$ cat config.mk
export PLATFORM = sky130hd
export DESIGN_NAME = serial_cfg_port
export DESIGN_NICKNAME = d
export VERILOG_FILES = /design/src/rtl/cfgp_pkg.sv /design/src/rtl/cfgp_rst_sync.sv /design/src/rtl/cfgp_ctrl.sv /design/src/rtl/cfgp_frame_shift.sv /design/src/rtl/cfgp_fwd.sv /design/src/rtl/serial_cfg_port.sv
export SDC_FILE = /design/constraint.sdc
export NUM_CORES = 1
export LEC_CHECK = 0
export ABC_AREA = 1
export BUFFER_PORTS_ARGS = -buffer_cell sky130_fd_sc_hd__buf_2
export CORE_ASPECT_RATIO = 1.5
export CORE_MARGIN = 4
export CORE_UTILIZATION = 60
export CTS_CLUSTER_DIAMETER = 40
export DETAILED_ROUTE_END_ITERATION = 8
export HOLD_SLACK_MARGIN = 0.15
export PLACE_DENSITY = 0.78
export SETUP_SLACK_MARGIN = 0.5
export SKIP_LAST_GASP = 1
export SYNTH_ARGS = -nofsm -noshare
export SYNTH_HDL_FRONTEND = slang
export SYNTH_HIERARCHICAL = 1
export SYNTH_SLANG_ARGS = --single-unit
$ cat constraint.sdc
create_clock -name cfg_clk -period 4.1 [get_ports cfg_clk]
set_input_delay 0.205 -clock cfg_clk [delete_from_list [all_inputs] [get_ports cfg_clk]]
set_output_delay 0.205 -clock cfg_clk [all_outputs]
set_load 0.02 [all_outputs]
$ cat src/rtl/cfgp_pkg.sv
package cfgp_pkg;
  localparam logic [2:0] SLAVE_MODE = 3'b111;

  typedef enum logic [1:0] {
    ST_HUNT = 2'd0,
    ST_LEN  = 2'd1,
    ST_DATA = 2'd2,
    ST_DONE = 2'd3
  } cfgp_state_e;
endpackage

$ cat src/rtl/cfgp_rst_sync.sv
module cfgp_rst_sync #(
  parameter int STAGES = 2
) (
  input  logic clk,
  input  logic rst_n,
  output logic rst_n_sync
);
  logic [STAGES-1:0] chain_q;

  always_ff @(posedge clk or negedge rst_n) begin
    if (!rst_n) chain_q <= '0;
    else        chain_q <= {chain_q[STAGES-2:0], 1'b1};
  end

  assign rst_n_sync = chain_q[STAGES-1];
endmodule

$ cat src/rtl/cfgp_ctrl.sv
module cfgp_ctrl
  import cfgp_pkg::*;
#(
  parameter int              SYNC_W     = 8,
  parameter logic [SYNC_W-1:0] SYNC_PAT = 8'hB5,
  parameter int              LEN_W      = 24,
  parameter int              LOCAL_BITS = 64
) (
  input  logic       clk,
  input  logic       rst_n,
  input  logic       din,
  input  logic [2:0] mode,
  input  logic       init_rdy,
  output logic       take,
  output logic       fwd_en,
  output logic       store_en,
  output logic       st_done
);
  localparam int LC_W = $clog2(LEN_W);
  localparam logic [LEN_W-1:0] QUOTA = LEN_W'(LOCAL_BITS);
  localparam logic [LC_W-1:0]  LAST_LEN_BIT = LC_W'(LEN_W - 1);

  cfgp_state_e       state_q, state_n;
  logic [SYNC_W-1:0] win_q, win_n;
  logic [LC_W-1:0]   lcnt_q, lcnt_n;
  logic [LEN_W-1:0]  len_q, len_n;
  logic [LEN_W-1:0]  dcnt_q, dcnt_n;

  assign take = (mode == SLAVE_MODE) && init_rdy && (state_q != ST_DONE);

  always_comb begin
    state_n  = state_q;
    win_n    = win_q;
    lcnt_n   = lcnt_q;
    len_n    = len_q;
    dcnt_n   = dcnt_q;
    fwd_en   = 1'b0;
    store_en = 1'b0;
    if (take) begin
      case (state_q)
        ST_HUNT: begin
          fwd_en = 1'b1;
          win_n  = {win_q[SYNC_W-2:0], din};
          if (win_n == SYNC_PAT) begin
            state_n = ST_LEN;
            lcnt_n  = '0;
          end
        end
        ST_LEN: begin
          fwd_en = 1'b1;
          len_n  = {len_q[LEN_W-2:0], din};
          lcnt_n = lcnt_q + 1'b1;
          if (lcnt_q == LAST_LEN_BIT) begin
            dcnt_n  = '0;
            state_n = (len_n == '0) ? ST_DONE : ST_DATA;
          end
        end
        ST_DATA: begin
          dcnt_n = dcnt_q + 1'b1;
          if (dcnt_q < QUOTA) store_en = 1'b1;
          else                fwd_en   = 1'b1;
          if (dcnt_n == len_q) state_n = ST_DONE;
        end
        default: ;
      endcase
    end
  end

  always_ff @(posedge clk or negedge rst_n) begin
    if (!rst_n) begin
      state_q <= ST_HUNT;
      win_q   <= '0;
      lcnt_q  <= '0;
      len_q   <= '0;
      dcnt_q  <= '0;
    end else if (take) begin
      state_q <= state_n;
      win_q   <= win_n;
      lcnt_q  <= lcnt_n;
      len_q   <= len_n;
      dcnt_q  <= dcnt_n;
    end
  end

  assign st_done = (state_q == ST_DONE);


  gate_hold_chk: assert property (@(posedge clk) disable iff (!rst_n)
    !take |=> $stable(state_q));


  done_sticky_chk: assert property (@(posedge clk) disable iff (!rst_n)
    st_done |=> st_done);


  done_entry_chk: assert property (@(posedge clk) disable iff (!rst_n)
    $rose(st_done) |-> ($past(state_q) == ST_LEN || $past(state_q) == ST_DATA));


  route_excl_chk: assert property (@(posedge clk) disable iff (!rst_n)
    !(fwd_en && store_en));
endmodule

$ cat src/rtl/cfgp_frame_shift.sv
module cfgp_frame_shift #(
  parameter int FRAME_W = 16,
  parameter int FRAMES  = 4
) (
  input  logic               clk,
  input  logic               rst_n,
  input  logic               shift_en,
  input  logic               bit_in,
  output logic [FRAME_W-1:0] frame_data,
  output logic               frame_vld
);
  localparam int BC_W = $clog2(FRAME_W);
  localparam int FC_W = $clog2(FRAMES + 1);
  localparam logic [BC_W-1:0] LAST_BIT = BC_W'(FRAME_W - 1);

  logic [FRAME_W-1:0] sr_q, sr_n;
  logic [BC_W-1:0]    bcnt_q, bcnt_n;
  logic [FRAME_W-1:0] data_q;
  logic               vld_q, vld_n;
  logic               frame_end;
  logic [FC_W-1:0]    emitted_q;

  assign frame_end = shift_en && (bcnt_q == LAST_BIT);

  always_comb begin
    sr_n   = {sr_q[FRAME_W-2:0], bit_in};
    bcnt_n = frame_end ? '0 : bcnt_q + 1'b1;
    vld_n  = frame_end;
  end

  always_ff @(posedge clk or negedge rst_n) begin
    if (!rst_n) begin
      sr_q   <= '0;
      bcnt_q <= '0;
    end else if (shift_en) begin
      sr_q   <= sr_n;
      bcnt_q <= bcnt_n;
    end
  end

  always_ff @(posedge clk or negedge rst_n) begin
    if (!rst_n)         data_q <= '0;
    else if (frame_end) data_q <= sr_n;
  end

  always_ff @(posedge clk or negedge rst_n) begin
    if (!rst_n) vld_q <= 1'b0;
    else        vld_q <= vld_n;
  end

  always_ff @(posedge clk or negedge rst_n) begin
    if (!rst_n)     emitted_q <= '0;
    else if (vld_q) emitted_q <= emitted_q + 1'b1;
  end

  assign frame_data = data_q;
  assign frame_vld  = vld_q;


  frame_quota_chk: assert property (@(posedge clk) disable iff (!rst_n)
    frame_vld |-> (emitted_q < FC_W'(FRAMES)));


  vld_pulse_chk: assert property (@(posedge clk) disable iff (!rst_n)
    frame_vld |=> !frame_vld);
endmodule

$ cat src/rtl/cfgp_fwd.sv
module cfgp_fwd (
  input  logic clk,
  input  logic rst_n,
  input  logic take,
  input  logic fwd_en,
  input  logic din,
  input  logic st_done,
  output logic dout
);
  logic fwd_q, fwd_n;
  logic out_q;

  always_comb begin
    if (st_done)   fwd_n = 1'b1;
    else if (take) fwd_n = fwd_en ? din : 1'b1;
    else           fwd_n = fwd_q;
  end

  always_ff @(posedge clk or negedge rst_n) begin
    if (!rst_n) fwd_q <= 1'b1;
    else        fwd_q <= fwd_n;
  end

  always_ff @(negedge clk or negedge rst_n) begin
    if (!rst_n) out_q <= 1'b1;
    else        out_q <= fwd_q;
  end

  assign dout = out_q;


  done_idle_chk: assert property (@(posedge clk) disable iff (!rst_n)
    (st_done && $past(st_done)) |-> dout);
endmodule

$ cat src/rtl/serial_cfg_port.sv
module serial_cfg_port #(
  parameter int FRAME_W   = 16,
  parameter int FRAMES    = 4,
  parameter int SYNC_W    = 8,
  parameter logic [SYNC_W-1:0] SYNC_PAT = 8'hB5,
  parameter int LEN_W     = 24,
  parameter int RST_STAGES = 2
) (
  input  logic               cfg_clk,
  input  logic               rst_n,
  input  logic               din,
  input  logic [2:0]         mode,
  input  logic               init_rdy,
  output logic               dout,
  output logic [FRAME_W-1:0] frame_data,
  output logic               frame_vld,
  output logic               cfg_done
);
  localparam int LOCAL_BITS = FRAME_W * FRAMES;

  logic rst_n_s;
  logic take, fwd_en, store_en, st_done;

  cfgp_rst_sync #(.STAGES(RST_STAGES)) u_rst (
    .clk        (cfg_clk),
    .rst_n      (rst_n),
    .rst_n_sync (rst_n_s)
  );

  cfgp_ctrl #(
    .SYNC_W     (SYNC_W),
    .SYNC_PAT   (SYNC_PAT),
    .LEN_W      (LEN_W),
    .LOCAL_BITS (LOCAL_BITS)
  ) u_ctrl (
    .clk      (cfg_clk),
    .rst_n    (rst_n_s),
    .din      (din),
    .mode     (mode),
    .init_rdy (init_rdy),
    .take     (take),
    .fwd_en   (fwd_en),
    .store_en (store_en),
    .st_done  (st_done)
  );

  cfgp_frame_shift #(.FRAME_W(FRAME_W), .FRAMES(FRAMES)) u_frame (
    .clk        (cfg_clk),
    .rst_n      (rst_n_s),
    .shift_en   (store_en),
    .bit_in     (din),
    .frame_data (frame_data),
    .frame_vld  (frame_vld)
  );

  cfgp_fwd u_fwd (
    .clk     (cfg_clk),
    .rst_n   (rst_n_s),
    .take    (take),
    .fwd_en  (fwd_en),
    .din     (din),
    .st_done (st_done),
    .dout    (dout)
  );

  assign cfg_done = st_done;
endmodule

==> metrics.log <==
[metrics] outcome: finished, final reports clean
[metrics] hold-fix buffer count after cts: 2
[metrics] setup repair after global routing missed its margin: no
[metrics] compound-gate portion of the synthesized area: 8.62%
[metrics] total inserted antenna cells: 0
[metrics] number of antenna-violating nets in the routed design: 0
[metrics] Least-Margin Pin Slew: 0.891 ns
[metrics] Switching Share: 38.7%
[metrics] filler cell count: 716
[metrics] number of vias per cell after detailed routing: 5.45
[metrics] pin count of the biggest net entering global routing: 71
[metrics] clock network fraction of total power: 25.2%
[metrics] critical path class: reg -> out
[metrics] average cell area after synthesis: 7.49 sq um
[metrics] clock transition at the registers of the reported paths: 0.07 ns
[metrics] hpwl dp: 8.68 mm
[metrics] Bufs and invs on worst path: 1
[metrics] worst hold-check path type: in -> async
[metrics] launching element of the worst setup path: u_fwd/dout
[metrics] combinational family with the most area after synthesis: simple AND/OR/NAND/NOR gates
[metrics] Leakage: 0.00304 uW
[metrics] maximum fanout encountered on the critical timing path: 1
[metrics] TritonCTS Sinks: 102
[metrics] total number of vias: 4,620
[metrics] Arr. time, crit path: 3.12 ns
[metrics] gr usage total: 24.0%
[metrics] chip height: 123 microns
[metrics] relative slew slack: 40.6%
[metrics] setup-violating endpoint count in the final report: 0
[metrics] crit path cell chain: buf_2
[metrics] count of buffers inserted at the top-level ports: 25
[metrics] initial core utilization: 62.2%
[metrics] combinational share of power: 30.7%
[metrics] register bit count reported by yosys: 102
[metrics] Final Util: 68.6%
[metrics] latest clock arrival within the worst-skew pair: 0.40 ns
[metrics] TritonCTS clock tree: yes
[metrics] Final Hold Violating Endpoints: 0
[metrics] iteration-0 DRC count of the detailed router: 312
[metrics] CTS H-Tree Depth: 3
[metrics] xor/xnor share of the synthesized area: 1.16%
[metrics] first-pass iteration count of the detailed router: 5
[metrics] buffer depth of the longest clock path: 2
[metrics] delay contributed by the slowest stage of the critical path: 0.51 ns
[metrics] Post-CTS Setup Inserts: 0
[metrics] Clock Skews: 0.0502 ns
[metrics] area fraction in and, or, nand and nor cells after synthesis: 32.6%
[metrics] register cell area after layout: 0.00256 sq mm
[metrics] peak ir drop on the vdd network: 0.000312 V
[metrics] GRT overflow: 0
[metrics] floorplan row count: 41
[metrics] multiplexer fraction of the synthesized cell area: 0%
[metrics] pins over their slew limit: 0
[metrics] number of nets at the end of the flow: 750
[metrics] placeable core region: 0.00852 sq mm
[metrics] share of cells above drive strength 1: 9.58%
[metrics] total standard cell area after synthesis: 0.00530 sq mm
[metrics] Slowest-stage cell, CP: sky130_fd_sc_hd__dfstp_2
[metrics] gate family responsible for the most delay along the worst path: flip-flops
[metrics] switching power summed over all nets: 1260 uW
[metrics] via count of the first global-routing pass: 4,416
[metrics] global-route wire length before repair: 19.6 mm
[metrics] crit end category: output port
[metrics] count of different cell masters after synthesis: 32
[metrics] number of standard cells after synthesis: 707
[metrics] average detailed-routed wire length per instance: 14.1 microns
[metrics] share of synthesized cell area in full adder, half adder and majority cells: 1.65%
[metrics] net count of the mapped netlist: 721
[metrics] number of remaining DRC errors: 0
[metrics] critical path startpoint category: register
[metrics] final estimated routing congestion in global placement: 0.985
[metrics] number of ports placed on the die boundary: 26
[metrics] startpoint of the most critical register-to-register path: u_ctrl/state_q[0]
[metrics] Die Span X: 84.7 microns
[metrics] synthesis-to-layout area growth: 10.3%
[metrics] die footprint: 0.0104 sq mm
[metrics] areal power density over the cells: 555 mW/mm^2
[metrics] Critical Path RT: 3.89 ns
[metrics] total of max-cap violations: 0
[metrics] top library cells by usage in the layout, fill and taps aside: sky130_fd_sc_hd__nand2_1, sky130_fd_sc_hd__dfrtp_1, sky130_fd_sc_hd__inv_1
[metrics] number of CTS-inserted buffers: 9
[metrics] post_cts resized: 0
[metrics] area occupied by multi-input gates: 0.00234 sq mm
[metrics] total number of yosys warnings: 6
[metrics] Setup Total Neg Slack: 0 ns
[metrics] root cell of the clock tree: sky130_fd_sc_hd__clkbuf_16
[metrics] initial antenna violation count: 0
[metrics] most frequent standard cell in the layout excluding fill and tap cells: sky130_fd_sc_hd__nand2_1
[metrics] total routed wirelength: 12.0 mm
[metrics] fraction of power consumed by sequential logic: 44.1%
[metrics] Seq/Total Area, Yosys: 48.2%
[metrics] cell internal pwr: 1990 uW
-- cell usage after synthesis, drive strengths merged --
library cell	n	area [sq um]
xnor2	1	8.76
buf	6	32.5
dfrtp	100	2500
nand3	60	305
dfstp	2	52.6
a41oi	1	8.76
inv	91	342
conb	1	3.75
a21oi	9	52.6
nor2	52	254
nor3	1	5.00
o31ai	1	7.51
o21ai	48	240
clkbuf	9	33.8
nand4	13	81.3
nand2	269	1040
o41ai	1	8.76
o22ai	21	131
ha	7	87.6
xor2	6	52.6
nor4	7	43.8
o21a	1	7.51
-- path summary, 6_finish.rpt --
path | depth (start not counted) | slack [ns] | endpoint
min in group cfg_clk | 5 | 0.32 | u_ctrl/state_q[1]
worst max-delay path | 1 | 0.78 | dout
worst max register to register | 9 | 1.39 | u_ctrl/dcnt_q[0]
worst min-delay path | 2 | 0.16 | u_rst/chain_q[1]
max in group asynchronous | 0 | 1.51 | u_fwd/dout
worst min register to register | 0 | 0.26 | u_ctrl/len_q[1]
-- power by group through the flow --
stage | logic [uW] | registers [uW] | clock network [uW]
floorplan | 779 | 1400 | 3.05
global placement | 945 | 1430 | 3.05
detailed placement | 979 | 1440 | 3.05
CTS | 991 | 1430 | 832
global route | 1140 | 1460 | 880
finish | 996 | 1430 | 816
-- flip-flops by register name, indices dropped and copies added (netlist names) --
register	flops
u_ctrl/dcnt_q	24
u_ctrl/len_q	24
u_frame/frame_vld	1
u_frame/sr_q	15
u_frame/frame_data	16
u_fwd/fwd_q	1
u_ctrl/state_q	2
u_frame/bcnt_q	4
u_fwd/dout	1
u_ctrl/lcnt_q	5
u_rst/chain_q	2
u_ctrl/win_q	7
-- metrics by stage --
stage / std cells / total power, uW / area [sq um] / worst slack (ns) / hold WS [ns]
2_1_floorplan: 707 / 2180 / 5300 / 0.667 / -0.0906
3_3_place_gp: 830 / 2380 / 5540 / 1.20 / -0.00692
3_5_place_dp: 830 / 2420 / 5540 / 1.19 / -0.00410
4_1_cts: 848 / 3250 / 5850 / 0.775 / 0.159
5_1_grt: 848 / 3480 / 5850 / 0.758 / 0.187
6_report: 848 / 3240 / 5850 / 0.779 / 0.162
-- layer usage --
layer / vias to the layer above / part of all wire, % / GRT usage [%]
li1: 2317 / - / -
met1: 2157 / 41 / 27.0
met2: 109 / 52 / 42.6
met3: 37 / 3.5 / 3.47
met4: 0 / 4.3 / 14.5
met5: - / 0 / 0
-- worst register-to-register path, stage by stage (launching register included) --
cell and delay [ns]:
sky130_fd_sc_hd__dfrtp_1 0.40, sky130_fd_sc_hd__ha_1 0.26, sky130_fd_sc_hd__nor2_1 0.35, sky130_fd_sc_hd__nand2_1 0.09
sky130_fd_sc_hd__buf_4 0.29, sky130_fd_sc_hd__a21oi_2 0.61, sky130_fd_sc_hd__buf_4 0.34, sky130_fd_sc_hd__inv_1 0.08
sky130_fd_sc_hd__nand2_1 0.06, sky130_fd_sc_hd__o21ai_0 0.09
-- kinds of logic after synthesis --
group,count (synthesis)
AO/OA/AOI/OAI,82
XOR/XNOR,7
adder cells (fa/ha/maj),7
buffers and inverters,106
flip-flops,102
other,1
AND/OR/NAND/NOR,402
-- area by class of cell --
type,instances,share of cell area (%)
flip-flops and latches,102,43.8
multi-input cells,499,40.0
inverters,90,5.78
clock buffers,12,4.39
repair buffers,33,3.25
well taps,107,2.29
clock inverters,5,0.557
No activity file was read; power rests on OpenSTA's default activity.
